===== src/rtl/ljn_pkg.sv =====
package ljn_pkg;

  localparam logic [2:0] REG_CTRL  = 3'd0;
  localparam logic [2:0] REG_MUTE  = 3'd1;
  localparam logic [2:0] REG_LSIZE = 3'd2;
  localparam logic [2:0] REG_RSIZE = 3'd3;
  localparam logic [2:0] REG_MODE  = 3'd4;

  localparam logic [4:0] CODE_BUF_SINGLE = 5'd6;
  localparam logic [4:0] CODE_BUF_DUAL   = 5'd8;
  localparam logic [4:0] CODE_JOIN       = 5'd18;

  typedef enum logic {SEG_LEFT, SEG_RIGHT} seg_e;

  // mode code must agree with the width-derived mode
  function automatic logic code_fits(input logic [4:0] code, input logic join_sel);
    if (join_sel) return code == CODE_JOIN;
    return (code == CODE_BUF_SINGLE) || (code == CODE_BUF_DUAL);
  endfunction

endpackage


===== src/rtl/ljn_cfg.sv =====
module ljn_cfg
  import ljn_pkg::*;
#(
  parameter int MAX_W = 16,
  parameter int CNT_W = $clog2(MAX_W + 1)
) (
  input  logic             clk,
  input  logic             rst_n,
  input  logic             we_i,
  input  logic [2:0]       addr_i,
  input  logic [31:0]      wdata_i,
  output logic             run_o,
  output logic             mute_o,
  output logic             join_o,
  output logic [15:0]      h_o,
  output logic [CNT_W-1:0] lw_o,
  output logic [CNT_W-1:0] rw_o,
  output logic [31:0]      size_o
);

  logic             mute_q, run_q, run_d;
  logic [31:0]      lsz_q;
  logic [15:0]      rwr_q;
  logic [4:0]       code_q;
  logic [15:0]      h_q;
  logic [CNT_W-1:0] lw_q, rw_q;

  logic ctrl_wr, mute_we, lsz_we, rsz_we, code_we;
  logic cfg_ok, load;

  always_comb begin
    ctrl_wr = we_i && (addr_i == REG_CTRL);
    mute_we = we_i && (addr_i == REG_MUTE);
    lsz_we  = we_i && (addr_i == REG_LSIZE);
    rsz_we  = we_i && (addr_i == REG_RSIZE);
    code_we = we_i && (addr_i == REG_MODE);
    cfg_ok  = (lsz_q[31:16] != 16'd0) && (lsz_q[15:0] != 16'd0)
           && (lsz_q[15:0] <= 16'(MAX_W)) && (rwr_q <= 16'(MAX_W))
           && code_fits(code_q, rwr_q != 16'd0);
    load  = ctrl_wr && wdata_i[0] && !run_q && cfg_ok;
    run_d = run_q;
    if (ctrl_wr) run_d = wdata_i[0] ? (run_q || cfg_ok) : 1'b0;
  end

  always_ff @(posedge clk or negedge rst_n) begin
    if (!rst_n) begin
      run_q  <= 1'b0;
      mute_q <= 1'b0;
      lsz_q  <= '0;
      rwr_q  <= '0;
      code_q <= '0;
      h_q    <= '0;
      lw_q   <= '0;
      rw_q   <= '0;
    end else begin
      run_q <= run_d;
      if (mute_we) mute_q <= wdata_i[0];
      if (lsz_we)  lsz_q  <= wdata_i;
      if (rsz_we)  rwr_q  <= wdata_i[15:0];
      if (code_we) code_q <= wdata_i[4:0];
      if (load) begin
        h_q  <= lsz_q[31:16];
        lw_q <= lsz_q[CNT_W-1:0];
        rw_q <= rwr_q[CNT_W-1:0];
      end
    end
  end

  assign run_o  = run_q;
  assign mute_o = mute_q;
  assign join_o = (rw_q != '0);
  assign h_o    = h_q;
  assign lw_o   = lw_q;
  assign rw_o   = rw_q;
  assign size_o = {h_q, 16'(lw_q) + 16'(rw_q)};

  assert_start_needs_valid_R5: assert property (@(posedge clk) disable iff (!rst_n)
    (run_q && !$past(run_q)) |-> $past(cfg_ok));

  assert_cfg_frozen_R8: assert property (@(posedge clk) disable iff (!rst_n)
    (run_q && $past(run_q)) |-> ($stable(h_q) && $stable(lw_q) && $stable(rw_q)));

endmodule


===== src/rtl/ljn_line_buf.sv =====
module ljn_line_buf #(
  parameter int DEPTH = 16,
  parameter int DW    = 16,
  localparam int AW   = $clog2(DEPTH)
) (
  input  logic          clk,
  input  logic          rst_n,
  input  logic          clr_i,
  input  logic [AW-1:0] last_i,
  input  logic          wr_valid_i,
  output logic          wr_ready_o,
  input  logic [DW-1:0] wr_data_i,
  output logic          rd_valid_o,
  input  logic          rd_ready_i,
  output logic [DW-1:0] rd_data_o,
  output logic          rd_last_o
);

  logic [DW-1:0] mem [DEPTH];
  logic          full_q, full_d;
  logic [AW-1:0] wptr_q, wptr_d, rptr_q, rptr_d;
  logic          wr_fire, rd_fire, wr_end, rd_end;

  always_comb begin
    wr_fire = wr_valid_i && !full_q && !clr_i;
    rd_fire = rd_ready_i && full_q && !clr_i;
    wr_end  = wptr_q == last_i;
    rd_end  = rptr_q == last_i;
    full_d  = full_q;
    wptr_d  = wptr_q;
    rptr_d  = rptr_q;
    if (clr_i) begin
      full_d = 1'b0;
      wptr_d = '0;
      rptr_d = '0;
    end else begin
      if (wr_fire) begin
        wptr_d = wr_end ? '0 : AW'(wptr_q + 1'b1);
        if (wr_end) full_d = 1'b1;
      end
      if (rd_fire) begin
        rptr_d = rd_end ? '0 : AW'(rptr_q + 1'b1);
        if (rd_end) full_d = 1'b0;
      end
    end
  end

  always_ff @(posedge clk or negedge rst_n) begin
    if (!rst_n) begin
      full_q <= 1'b0;
      wptr_q <= '0;
      rptr_q <= '0;
    end else begin
      full_q <= full_d;
      wptr_q <= wptr_d;
      rptr_q <= rptr_d;
    end
  end

  always_ff @(posedge clk) begin
    if (wr_fire) mem[wptr_q] <= wr_data_i;
  end

  assign wr_ready_o = !full_q && !clr_i;
  assign rd_valid_o = full_q && !clr_i;
  assign rd_data_o  = mem[rptr_q];
  assign rd_last_o  = rd_end;

  assert_wptr_in_line_R3: assert property (@(posedge clk) disable iff (!rst_n)
    (!clr_i && !full_q) |-> (wptr_q <= last_i));

endmodule


===== src/rtl/ljn_out_seq.sv =====
module ljn_out_seq
  import ljn_pkg::*;
#(
  parameter int DW = 16
) (
  input  logic          clk,
  input  logic          rst_n,
  input  logic          run_i,
  input  logic          mute_i,
  input  logic          join_i,
  input  logic [15:0]   h_i,
  input  logic          b0_valid_i,
  input  logic [DW-1:0] b0_data_i,
  input  logic          b0_last_i,
  input  logic          b1_valid_i,
  input  logic [DW-1:0] b1_data_i,
  input  logic          b1_last_i,
  output logic          b0_ready_o,
  output logic          b1_ready_o,
  output logic          o_valid_o,
  input  logic          o_ready_i,
  output logic [DW-1:0] o_data_o,
  output logic          o_eol_o,
  output logic          o_eof_o
);

  seg_e        seg_q, seg_d;
  logic [15:0] row_q, row_d;
  logic        seg_left, src_valid, fire, line_end, frame_end;

  always_comb begin
    seg_left  = join_i && (seg_q == SEG_LEFT);
    src_valid = seg_left ? (b0_valid_i && b1_valid_i) : b1_valid_i;
    o_valid_o = run_i && !mute_i && src_valid;
    o_data_o  = seg_left ? b0_data_i : b1_data_i;
    fire      = o_valid_o && o_ready_i;
    b0_ready_o = fire && seg_left;
    b1_ready_o = fire && !seg_left;
    line_end  = !seg_left && b1_last_i;
    frame_end = row_q == (h_i - 16'd1);
    o_eol_o   = o_valid_o && line_end;
    o_eof_o   = o_eol_o && frame_end;

    seg_d = seg_q;
    row_d = row_q;
    if (!run_i) begin
      seg_d = SEG_LEFT;
      row_d = '0;
    end else if (fire) begin
      if (seg_left && b0_last_i) seg_d = SEG_RIGHT;
      if (line_end) begin
        seg_d = SEG_LEFT;
        row_d = frame_end ? 16'd0 : row_q + 16'd1;
      end
    end
  end

  always_ff @(posedge clk or negedge rst_n) begin
    if (!rst_n) begin
      seg_q <= SEG_LEFT;
      row_q <= '0;
    end else begin
      seg_q <= seg_d;
      row_q <= row_d;
    end
  end

  assert_row_in_frame_R10: assert property (@(posedge clk) disable iff (!rst_n)
    run_i |-> (row_q < h_i));

  assert_eof_on_eol_R10: assert property (@(posedge clk) disable iff (!rst_n)
    o_eof_o |-> o_eol_o);

endmodule


===== src/rtl/lr_line_joiner.sv =====
module lr_line_joiner #(
  parameter int MAX_W = 16,
  parameter int PIX_W = 16
) (
  input  logic             clk,
  input  logic             rst_n,
  input  logic             cfg_we,
  input  logic [2:0]       cfg_addr,
  input  logic [31:0]      cfg_wdata,
  input  logic             l_valid,
  output logic             l_ready,
  input  logic [PIX_W-1:0] l_data,
  input  logic             r_valid,
  output logic             r_ready,
  input  logic [PIX_W-1:0] r_data,
  output logic             o_valid,
  input  logic             o_ready,
  output logic [PIX_W-1:0] o_data,
  output logic             o_eol,
  output logic             o_eof,
  output logic [31:0]      out_size
);

  localparam int CNT_W = $clog2(MAX_W + 1);
  localparam int AW    = $clog2(MAX_W);
  localparam int NBUF  = 2;

  logic             run, mute, join_m;
  logic [15:0]      height;
  logic [CNT_W-1:0] lw, rw, lw_m1, rw_m1;

  logic             wr_valid [NBUF];
  logic             wr_ready [NBUF];
  logic [PIX_W-1:0] wr_data  [NBUF];
  logic             rd_valid [NBUF];
  logic             rd_ready [NBUF];
  logic [PIX_W-1:0] rd_data  [NBUF];
  logic             rd_last  [NBUF];
  logic [AW-1:0]    last     [NBUF];
  logic             seq_b0_ready, seq_b1_ready;

  ljn_cfg #(.MAX_W(MAX_W), .CNT_W(CNT_W)) cfg_i (
    .clk(clk), .rst_n(rst_n), .we_i(cfg_we), .addr_i(cfg_addr), .wdata_i(cfg_wdata),
    .run_o(run), .mute_o(mute), .join_o(join_m), .h_o(height),
    .lw_o(lw), .rw_o(rw), .size_o(out_size)
  );

  always_comb begin
    lw_m1   = lw - 1'b1;
    rw_m1   = rw - 1'b1;
    last[0] = lw_m1[AW-1:0];
    last[1] = join_m ? rw_m1[AW-1:0] : lw_m1[AW-1:0];
    wr_valid[0] = l_valid;
    wr_data[0]  = l_data;
    wr_valid[1] = join_m ? r_valid : rd_valid[0];
    wr_data[1]  = join_m ? r_data  : rd_data[0];
    rd_ready[0] = join_m ? seq_b0_ready : wr_ready[1];
    rd_ready[1] = seq_b1_ready;
    l_ready     = wr_ready[0];
    r_ready     = join_m && wr_ready[1];
  end

  for (genvar g = 0; g < NBUF; g++) begin : g_store
    ljn_line_buf #(.DEPTH(MAX_W), .DW(PIX_W)) buf_i (
      .clk(clk), .rst_n(rst_n), .clr_i(!run), .last_i(last[g]),
      .wr_valid_i(wr_valid[g]), .wr_ready_o(wr_ready[g]), .wr_data_i(wr_data[g]),
      .rd_valid_o(rd_valid[g]), .rd_ready_i(rd_ready[g]), .rd_data_o(rd_data[g]),
      .rd_last_o(rd_last[g])
    );
  end

  ljn_out_seq #(.DW(PIX_W)) seq_i (
    .clk(clk), .rst_n(rst_n), .run_i(run), .mute_i(mute), .join_i(join_m), .h_i(height),
    .b0_valid_i(rd_valid[0]), .b0_data_i(rd_data[0]), .b0_last_i(rd_last[0]),
    .b1_valid_i(rd_valid[1]), .b1_data_i(rd_data[1]), .b1_last_i(rd_last[1]),
    .b0_ready_o(seq_b0_ready), .b1_ready_o(seq_b1_ready),
    .o_valid_o(o_valid), .o_ready_i(o_ready), .o_data_o(o_data),
    .o_eol_o(o_eol), .o_eof_o(o_eof)
  );

  assert_mute_blocks_R7: assert property (@(posedge clk) disable iff (!rst_n)
    mute |-> !o_valid);

  assert_hold_R11: assert property (@(posedge clk) disable iff (!rst_n)
    (o_valid && !o_ready && run && !mute) |=> (!run || mute || (o_valid && $stable(o_data))));

  assert_right_idle_R4: assert property (@(posedge clk) disable iff (!rst_n)
    (run && !join_m) |-> !r_ready);

  assert_join_both_full_R9: assert property (@(posedge clk) disable iff (!rst_n)
    (join_m && rd_ready[0]) |-> rd_valid[1]);

  assert_stopped_quiet_R6: assert property (@(posedge clk) disable iff (!rst_n)
    !run |-> (!l_ready && !r_ready && !o_valid));

endmodule


===== config.mk =====
export PLATFORM = sky130hd
export DESIGN_NAME = lr_line_joiner
export DESIGN_NICKNAME = d
export VERILOG_FILES = /design/src/rtl/ljn_pkg.sv /design/src/rtl/ljn_cfg.sv /design/src/rtl/ljn_line_buf.sv /design/src/rtl/ljn_out_seq.sv /design/src/rtl/lr_line_joiner.sv
export SDC_FILE = /design/constraint.sdc
export NUM_CORES = 1
export LEC_CHECK = 0
export BUFFER_PORTS_ARGS = -buffer_cell sky130_fd_sc_hd__buf_2
export CAP_MARGIN = 40
export CORE_MARGIN = 2
export CORE_UTILIZATION = 60
export DETAILED_ROUTE_END_ITERATION = 6
export GPL_TIMING_DRIVEN = 0
export PLACE_DENSITY = 0.84
export SLEW_MARGIN = 10
export SYNTH_ARGS = -nofsm -noshare
export SYNTH_HDL_FRONTEND = slang
export SYNTH_SLANG_ARGS = --single-unit
export TNS_END_PERCENT = 5

===== constraint.sdc =====
create_clock -name clk -period 4.35 [get_ports clk]
set_clock_uncertainty 0.2 [all_clocks]
set_input_delay 0.435 -clock clk [delete_from_list [all_inputs] [get_ports clk]]
set_output_delay 0.435 -clock clk [all_outputs]
set_load 0.1 [all_outputs]

==> results.md, run 1 <==
- Synth warn: 0
- Register area: 18300 µm²
- DIE WIDTH: 213 µm
- Critical Path RT: 3.71 ns
- Sequential fraction of the synthesis area: 69.8%
- Slew headroom: 40.3%
- Power density cells: 399 nW/µm²
- Dpl ws: 0.232 ns
- CP delay by family, top: simple AND/OR/NAND/NOR gates
- Max-Cap Viols: 0
- DRC: 0
- Setup WS post-layout: 0.0395 ns
- RSZ-0062 raised after global routing: yes
- Critical path, cell by cell: or3_1, buf_2, or4_1, a211oi_2, nand3_1, nor4b_4, nand3_2, nor3_4, buf_12
- Post-Syn Area per Cell: 17.9 µm²
- CTS max path bufs: 3
- Root buffer cell: clkbuf_16
- Cells after Synth: 1460
- Vias in the first global route: 15600
- Hold Path Class: in -> async
- Pin count of the biggest net entering global routing: 96
- Starting density of the core: 60.8%
- Total Routing Usage GR: 30.1%
- Grt total ovfl: 0
- IO Port Bufs: 115
- Height of the chip: 213 µm
- Met3 Track Usage GR: 5.77%
- CTS tree: built
- Setup slack, reg-to-reg: 0.40 ns
- Crit Path Category: reg -> out
- Later-pin clock latency in the skew report: 0.64 ns
- Row cnt: 76
- LEAKAGE: 10.8 nW
- Min cycle time layout: 4.31 ns
- Total CTS buffers: 60
- Reg clk slew, reported paths: 0.06 ns
- Hpwl dp: 43400 µm
- DP Cell Count: 2223
- Filler Cell Count: 2458
- Final setup TNS: 0 ns
- Synth unique cells: 66
- Ys flop type: edfxtp_1
- Non-Filler Instances: 2395
- Nets@finish: 1847
- VDD IR max: 0.366 mV
- Ports: 126
- WP buf/inv: 2
- Post-synth ARST share: 18.5%
- Reg2Reg Depth: 10
- # setup viols final: 0
- Multi-input gate area: 7620 µm²
- First-pass GRT wire length: 97900 µm
- Reg2reg start: cfg_i.rw_o[1]
- Slowest CP cell: or4_1
- Core area: 43100 µm²
- Vias: 15200
- FMAX: 232 MHz
- Synthesis-to-finish area growth: 18.2%
- Initial antenna violation count: 4
- Met2 Usage GRT: 50.9%
- Worst Tran Pin Value: 0.895 ns
- Met1 Use GR: 39.0%
- Antenna violation net count after detailed routing: 0
- First-pass detailed-route iteration total: 6
- #FFs+latches synth: 628
- Share of layout cells above drive strength 1: 32.2%
- DR WL/cell: 27.8 µm
- Post-Syn Area: 26200 µm²
- Die ar.: 45300 µm²
- Clk sink count: 628
- Max-slew violations: 0
- Crit-path max cell delay: 0.52 ns
- Period utilization: 99.1%
- Final hold slack: 0.0326 ns
- Startpoint types: flop
- Final hold viol count: 0
- DR iter-0 viols: 1684
- Status: finished, final reports clean
- DRT Wirelength: 66500 µm
- Grt peak-use layer: met2
- Crit end category: primary output
- Routability cong.: 0.831
- CP max FO: 10
- H-tree Lvls: 2
- Number of synthesized flops with an enable pin: 512
- CP arrival: 3.68 ns
- Worst reg2reg endpoint: g_store[1].buf_i.mem[10][14]
- Vias per cell: 6.35
logic make-up after synthesis:
family	after synthesis	synth area share, %
other	1	0.0143
XOR/XNOR	43	1.44
AND/OR/NAND/NOR	338	6.51
buffers and inverters	100	1.71
flip-flops	628	69.8
adder cells (fa/ha/maj)	20	0.985
multiplexers	247	17.5
AO/OA/AOI/OAI	83	2.05
layer usage:
layer / vias up / wire [µm]
met1: 7812 / 23500
met3: 180 / 6050
met4: 0 / 2790
li1: 6327 / -
met2: 891 / 34200
met5: - / 0
sequential cells by signal (all words and copies together), names as in the netlist, 2 cells and up:
register              flops
cfg_i.lsz_q              32
cfg_i.h_o                16
g_store.buf_i.mem       512
cfg_i.code_q              5
g_store.buf_i.full_q      2
cfg_i.lw_o                5
seq_i.row_q              16
g_store.buf_i.rptr_q      8
g_store.buf_i.wptr_q      8
cfg_i.rwr_q              16
cfg_i.rw_o                5
report_power, final:
part	switching [W]	internal, W	total [W]
Combinational	0.000215	0.000171	0.000386
Clock	0.00224	0.00301	0.00525
Sequential	0.0000924	0.00662	0.00671
how the worst max path moves through the flow:
| stage | startpoint | to | slack [ns] | cells after the start |
|---|---|---|---|---|
| after floorplan | cfg_i.h_o[2] | o_eof | 0.04 | 8 |
| after global placement | cfg_i.rw_o[1] | g_store[1].buf_i.mem[7][9] | -0.68 | 10 |
| after detailed placement | cfg_i.h_o[0] | o_eof | 0.23 | 10 |
| after CTS | cfg_i.h_o[0] | o_eof | -0.09 | 10 |
| after global routing | cfg_i.h_o[1] | o_eof | -0.05 | 9 |
| final | cfg_i.h_o[2] | o_eof | 0.04 | 9 |
cell usage in the layout, fill, tap and decap left out, types with 33 or more instances in the layout:
master,count
dfrtp_1,112
nand2_1,147
mux2_2,80
clkbuf_1,52
dlygate4sd3_1,52
clkbuf_16,61
edfxtp_1,512
mux4_2,160
buf_2,119
nor2_1,33
synth_stat cells, types with 18 or more instances:
cell      count  area (µm²)
xnor2_1      31         272
mux4_2      160        3600
edfxtp_1    512       15400
nand2_1     147         552
clkbuf_1     48         180
nor2_1       45         169
ha_1         19         238
mux2_2       80         901
nand3_1      21         105
and2_1       18         113
inv_1        20        75.1
dfrtp_1     116        2900
o21ai_0      28         140
repair_timing:
item	in CTS	in global routing
resized for setup	19	25
setup buffers	1	1
hold buffers	52	0
setup endpoints to repair	18	16
endpoints found under the hold margin	428	0
pin swaps	1	4
through the flow:
| stage | cell area (µm²) | power, W | utilization [%] |
|---|---|---|---|
| floorplan | 26200 | 0.00700 | - |
| global placement | 27500 | 0.00713 | 63.9 |
| detailed placement | 28300 | 0.00717 | 65.7 |
| CTS | 30900 | 0.0124 | 71.7 |
| global route | 31000 | 0.0126 | 71.9 |
| finish | 31000 | 0.0123 | 71.9 |
area by class of cell:
cell class,instances,area share [%]
buffer,80,1.29
inverter,20,0.243
timing repair buffer,223,5.95
tap,585,2.36
multi-input combinational,741,24.6
sequential,628,59.1
clock inverter,34,1.14
antenna,4,0.0323
clock buffer,80,5.30
Power figures use the tool's default switching activity.
==> run 2: changes to the inputs <==
--- a/config.mk
+++ b/config.mk
@@ -8,7 +8,8 @@
 export BUFFER_PORTS_ARGS = -buffer_cell sky130_fd_sc_hd__buf_2
 export CAP_MARGIN = 40
 export CORE_MARGIN = 2
-export CORE_UTILIZATION = 60
+export CORE_UTILIZATION = 57
+export CTS_BUF_LIST = sky130_fd_sc_hd__clkbuf_2
 export DETAILED_ROUTE_END_ITERATION = 6
 export GPL_TIMING_DRIVEN = 0
 export PLACE_DENSITY = 0.84
==> constraint.sdc (replaced) <==
create_clock -name clk -period 3.5 [get_ports clk]
set_clock_uncertainty 0.2 [all_clocks]
set_input_delay 0.35 -clock clk [delete_from_list [all_inputs] [get_ports clk]]
set_output_delay 0.35 -clock clk [all_outputs]
set_load 0.1 [all_outputs]
==> run 2 against run 1 <==
Compared with the run above: the run now ends with setup timing left; hold slack lost 0.0063 ns; register-to-register slack worse by 0.71 ns; clock power down 3%; first-iteration DRC count rose by 65%; final cell count is 12% higher; critical path type unchanged; critical endpoint unchanged; largest cell class unchanged.
==> results.md, run 2 (synthesis gave the netlist of run 1 again) <==
- Status: finished, violations left (was finished, final reports clean)
- Failing checks: setup timing
- VDD IR max: 0.313 mV (was 0.366 mV)
- Reg2reg start: cfg_i.rw_o[1] (unchanged)
- Setup WS post-layout: -1.26 ns (was 0.0395 ns)
- Antenna violation net count after detailed routing: 0 (unchanged)
- Crit end category: primary output (unchanged)
- Startpoint types: flop (unchanged)
- CP arrival: 4.21 ns (was 3.68 ns)
- Worst min-delay path startpoint: o_ready
- Starting density of the core: 57.7% (was 60.8%)
- Vias in the first global route: 18500 (was 15600)
- Clk sink count: 628 (unchanged)
- Share of layout cells above drive strength 1: 41.8% (was 32.2%)
- First-pass detailed-route iteration total: 6 (unchanged)
- # setup viols final: 177 (was 0)
- Largest register by flop count: g_store.buf_i.mem (unchanged)
- DRC: 0 (unchanged)
- Row cnt: 78 (was 76)
- Most frequent cells in the layout: edfxtp_1 (512), clkbuf_2 (220), mux4_2 (160) (was edfxtp_1 (512), mux4_2 (160), nand2_1 (147))
- H-tree Lvls: 4 (was 2)
- CTS tree: built (unchanged)
- DIE WIDTH: 218 µm (was 213 µm)
- DR WL met3: 10000 µm (was 6050 µm)
- Power density cells: 431 nW/µm² (was 399 nW/µm²)
- IO Port Bufs: 115 (unchanged)
- Ports: 126 (unchanged)
- Multi-input gate area: 7950 µm² (was 7620 µm²)
- Vias: 17800 (was 15200)
- RSZ-0062 raised after global routing: yes (unchanged)
- Hpwl dp: 43700 µm (was 43400 µm)
- FMAX: 210 MHz
- Metal2 WL: 39200 µm (was 34200 µm)
- First-pass GRT wire length: 112000 µm (was 97900 µm)
- Filler Cell Count: 2495 (was 2458)
- Top layer in use: met5 (was met4)
- Max-Cap Viols: 0 (unchanged)
- Synthesis-to-finish area growth: 24.8% (was 18.2%)
- Slew headroom: 10.6% (was 40.3%)
- Vias per cell: 6.61 (was 6.35)
- LEAKAGE: 11.7 nW (was 10.8 nW)
- Final hold viol count: 0 (unchanged)
- Root buffer cell: clkbuf_2 (was clkbuf_16)
- Worst hold stages: 4
- Period utilization: 136%
- Min cycle time layout: 4.76 ns
- Nets@finish: 2067 (was 1847)
- Setup slack, reg-to-reg: -0.31 ns (was 0.40 ns)
- Initial antenna violation count: 5 (was 4)
- DR WL/cell: 30.3 µm (was 27.8 µm)
- DR iter-0 viols: 2780 (was 1684)
- Total CTS buffers: 150 (was 60)
- Worst Tran Pin Value: 1.33 ns (was 0.895 ns)
- Reg2Reg Depth: 10 (unchanged)
- Max reg flops: 512 (unchanged)
- Reg clk slew, reported paths: 0.14 ns (was 0.06 ns)
- Commonest non-fill, non-tap cell in the layout: edfxtp_1 (unchanged)
- Die ar.: 47700 µm² (was 45300 µm²)
- Critical path origin: cfg_i.h_o[1] (was cfg_i.h_o[2])
- Critical Path RT: 2.95 ns (was 3.71 ns)
- Pin count of the biggest net entering global routing: 95 (was 96)
- Met1 wire length: 25300 µm (was 23500 µm)
- CP max FO: 3 (was 10)
- CTS max path bufs: 3 (unchanged)
- Routability cong.: 0.871 (was 0.831)
- DP Cell Count: 2237 (was 2223)
- Final hold slack: 0.0263 ns (was 0.0326 ns)
- Height of the chip: 218 µm (was 213 µm)
- Grt total ovfl: 0 (unchanged)
- Max-slew violations: 0 (unchanged)
- Hold Path Class: in -> reg (was in -> async)
- Biggest regs: g_store.buf_i.mem (512), cfg_i.lsz_q (32) (unchanged)
- Crit Path Category: reg -> out (unchanged)
- Non-Filler Instances: 2690 (was 2395)
- Core area: 45400 µm² (was 43100 µm²)
- Register area: 18300 µm² (about the same)
- DRT Wirelength: 81600 µm (was 66500 µm)
- Total Routing Usage GR: 32.7% (was 30.1%)
- Later-pin clock latency in the skew report: 1.25 ns (was 0.64 ns)
-- run 2: worst paths after layout --
| check | to |
|---|---|
| min in group asynchronous | seq_i.row_q[5] |
| max in group asynchronous | cfg_i.rwr_q[8] |
| worst min register to register | cfg_i.lsz_q[12] |
| worst max register to register | g_store[1].buf_i.wptr_q[2] |
| worst min-delay path | g_store[1].buf_i.rptr_q[1] |
| worst max-delay path | o_eof |
-- run 2: metrics by stage --
stage / cell area (µm²) / setup WS [ns] / utilization [%] / setup TNS (ns) / power, W
2_1_floorplan: 26300 / -0.521 / - / -3.03 / 0.00870
3_3_place_gp: 27600 / -1.70 / 60.8 / -197.38 / 0.00886
3_5_place_dp: 28300 / -0.525 / 62.4 / -103.92 / 0.00890
4_1_cts: 32300 / -1.06 / 71.3 / -10.18 / 0.0138
5_1_grt: 32700 / -1.31 / 72.0 / -29.06 / 0.0145
6_report: 32700 / -1.26 / 72.0 / -30.47 / 0.0141
-- run 2: layout make-up --
cell class	count	share of cell area [%]
clock inverter	52	0.988
multi-input combinational	741	24.3
antenna	4	0.0306
timing repair buffer	360	10.9
inverter	20	0.245
clock buffer	212	3.25
buffer	73	1.96
sequential	628	56.0
tap	600	2.30
-- run 2: where the power goes --
| group | total, W | internal [W] | switching, W |
|---|---|---|---|
| Combinational | 0.000650 | 0.000323 | 0.000327 |
| Sequential | 0.00834 | 0.00821 | 0.000131 |
| Clock | 0.00509 | 0.00193 | 0.00316 |
| Total | 0.0141 | 0.0105 | 0.00361 |
-- run 2: timing repair --
item / CTS / global route
endpoints found under the setup margin: 503 / 219
setup buffers: 35 / 9
pin swaps: 30 / 15
gates cloned: 1 / 0
hold buffers: 148 / 0
gates resized for setup: 260 / 73
endpoints found under the hold margin: 901 / 0
-- run 2: routing by layer --
layer	vias up	global-route usage (%)
met5	-	0
met4	2	19.3
met3	568	9.07
met2	1688	55.2
met1	8635	37.6
li1	6875	-
-- run 2: worst max-delay path: stages (launching register included) --
cell	delay [ns]
dfrtp_4	0.53
or3_1	0.42
buf_6	0.15
or4_1	0.48
a211oi_2	0.32
nand3_2	0.17
nor4b_4	0.32
nand3_2	0.16
nor3_4	0.26
buf_12	0.21
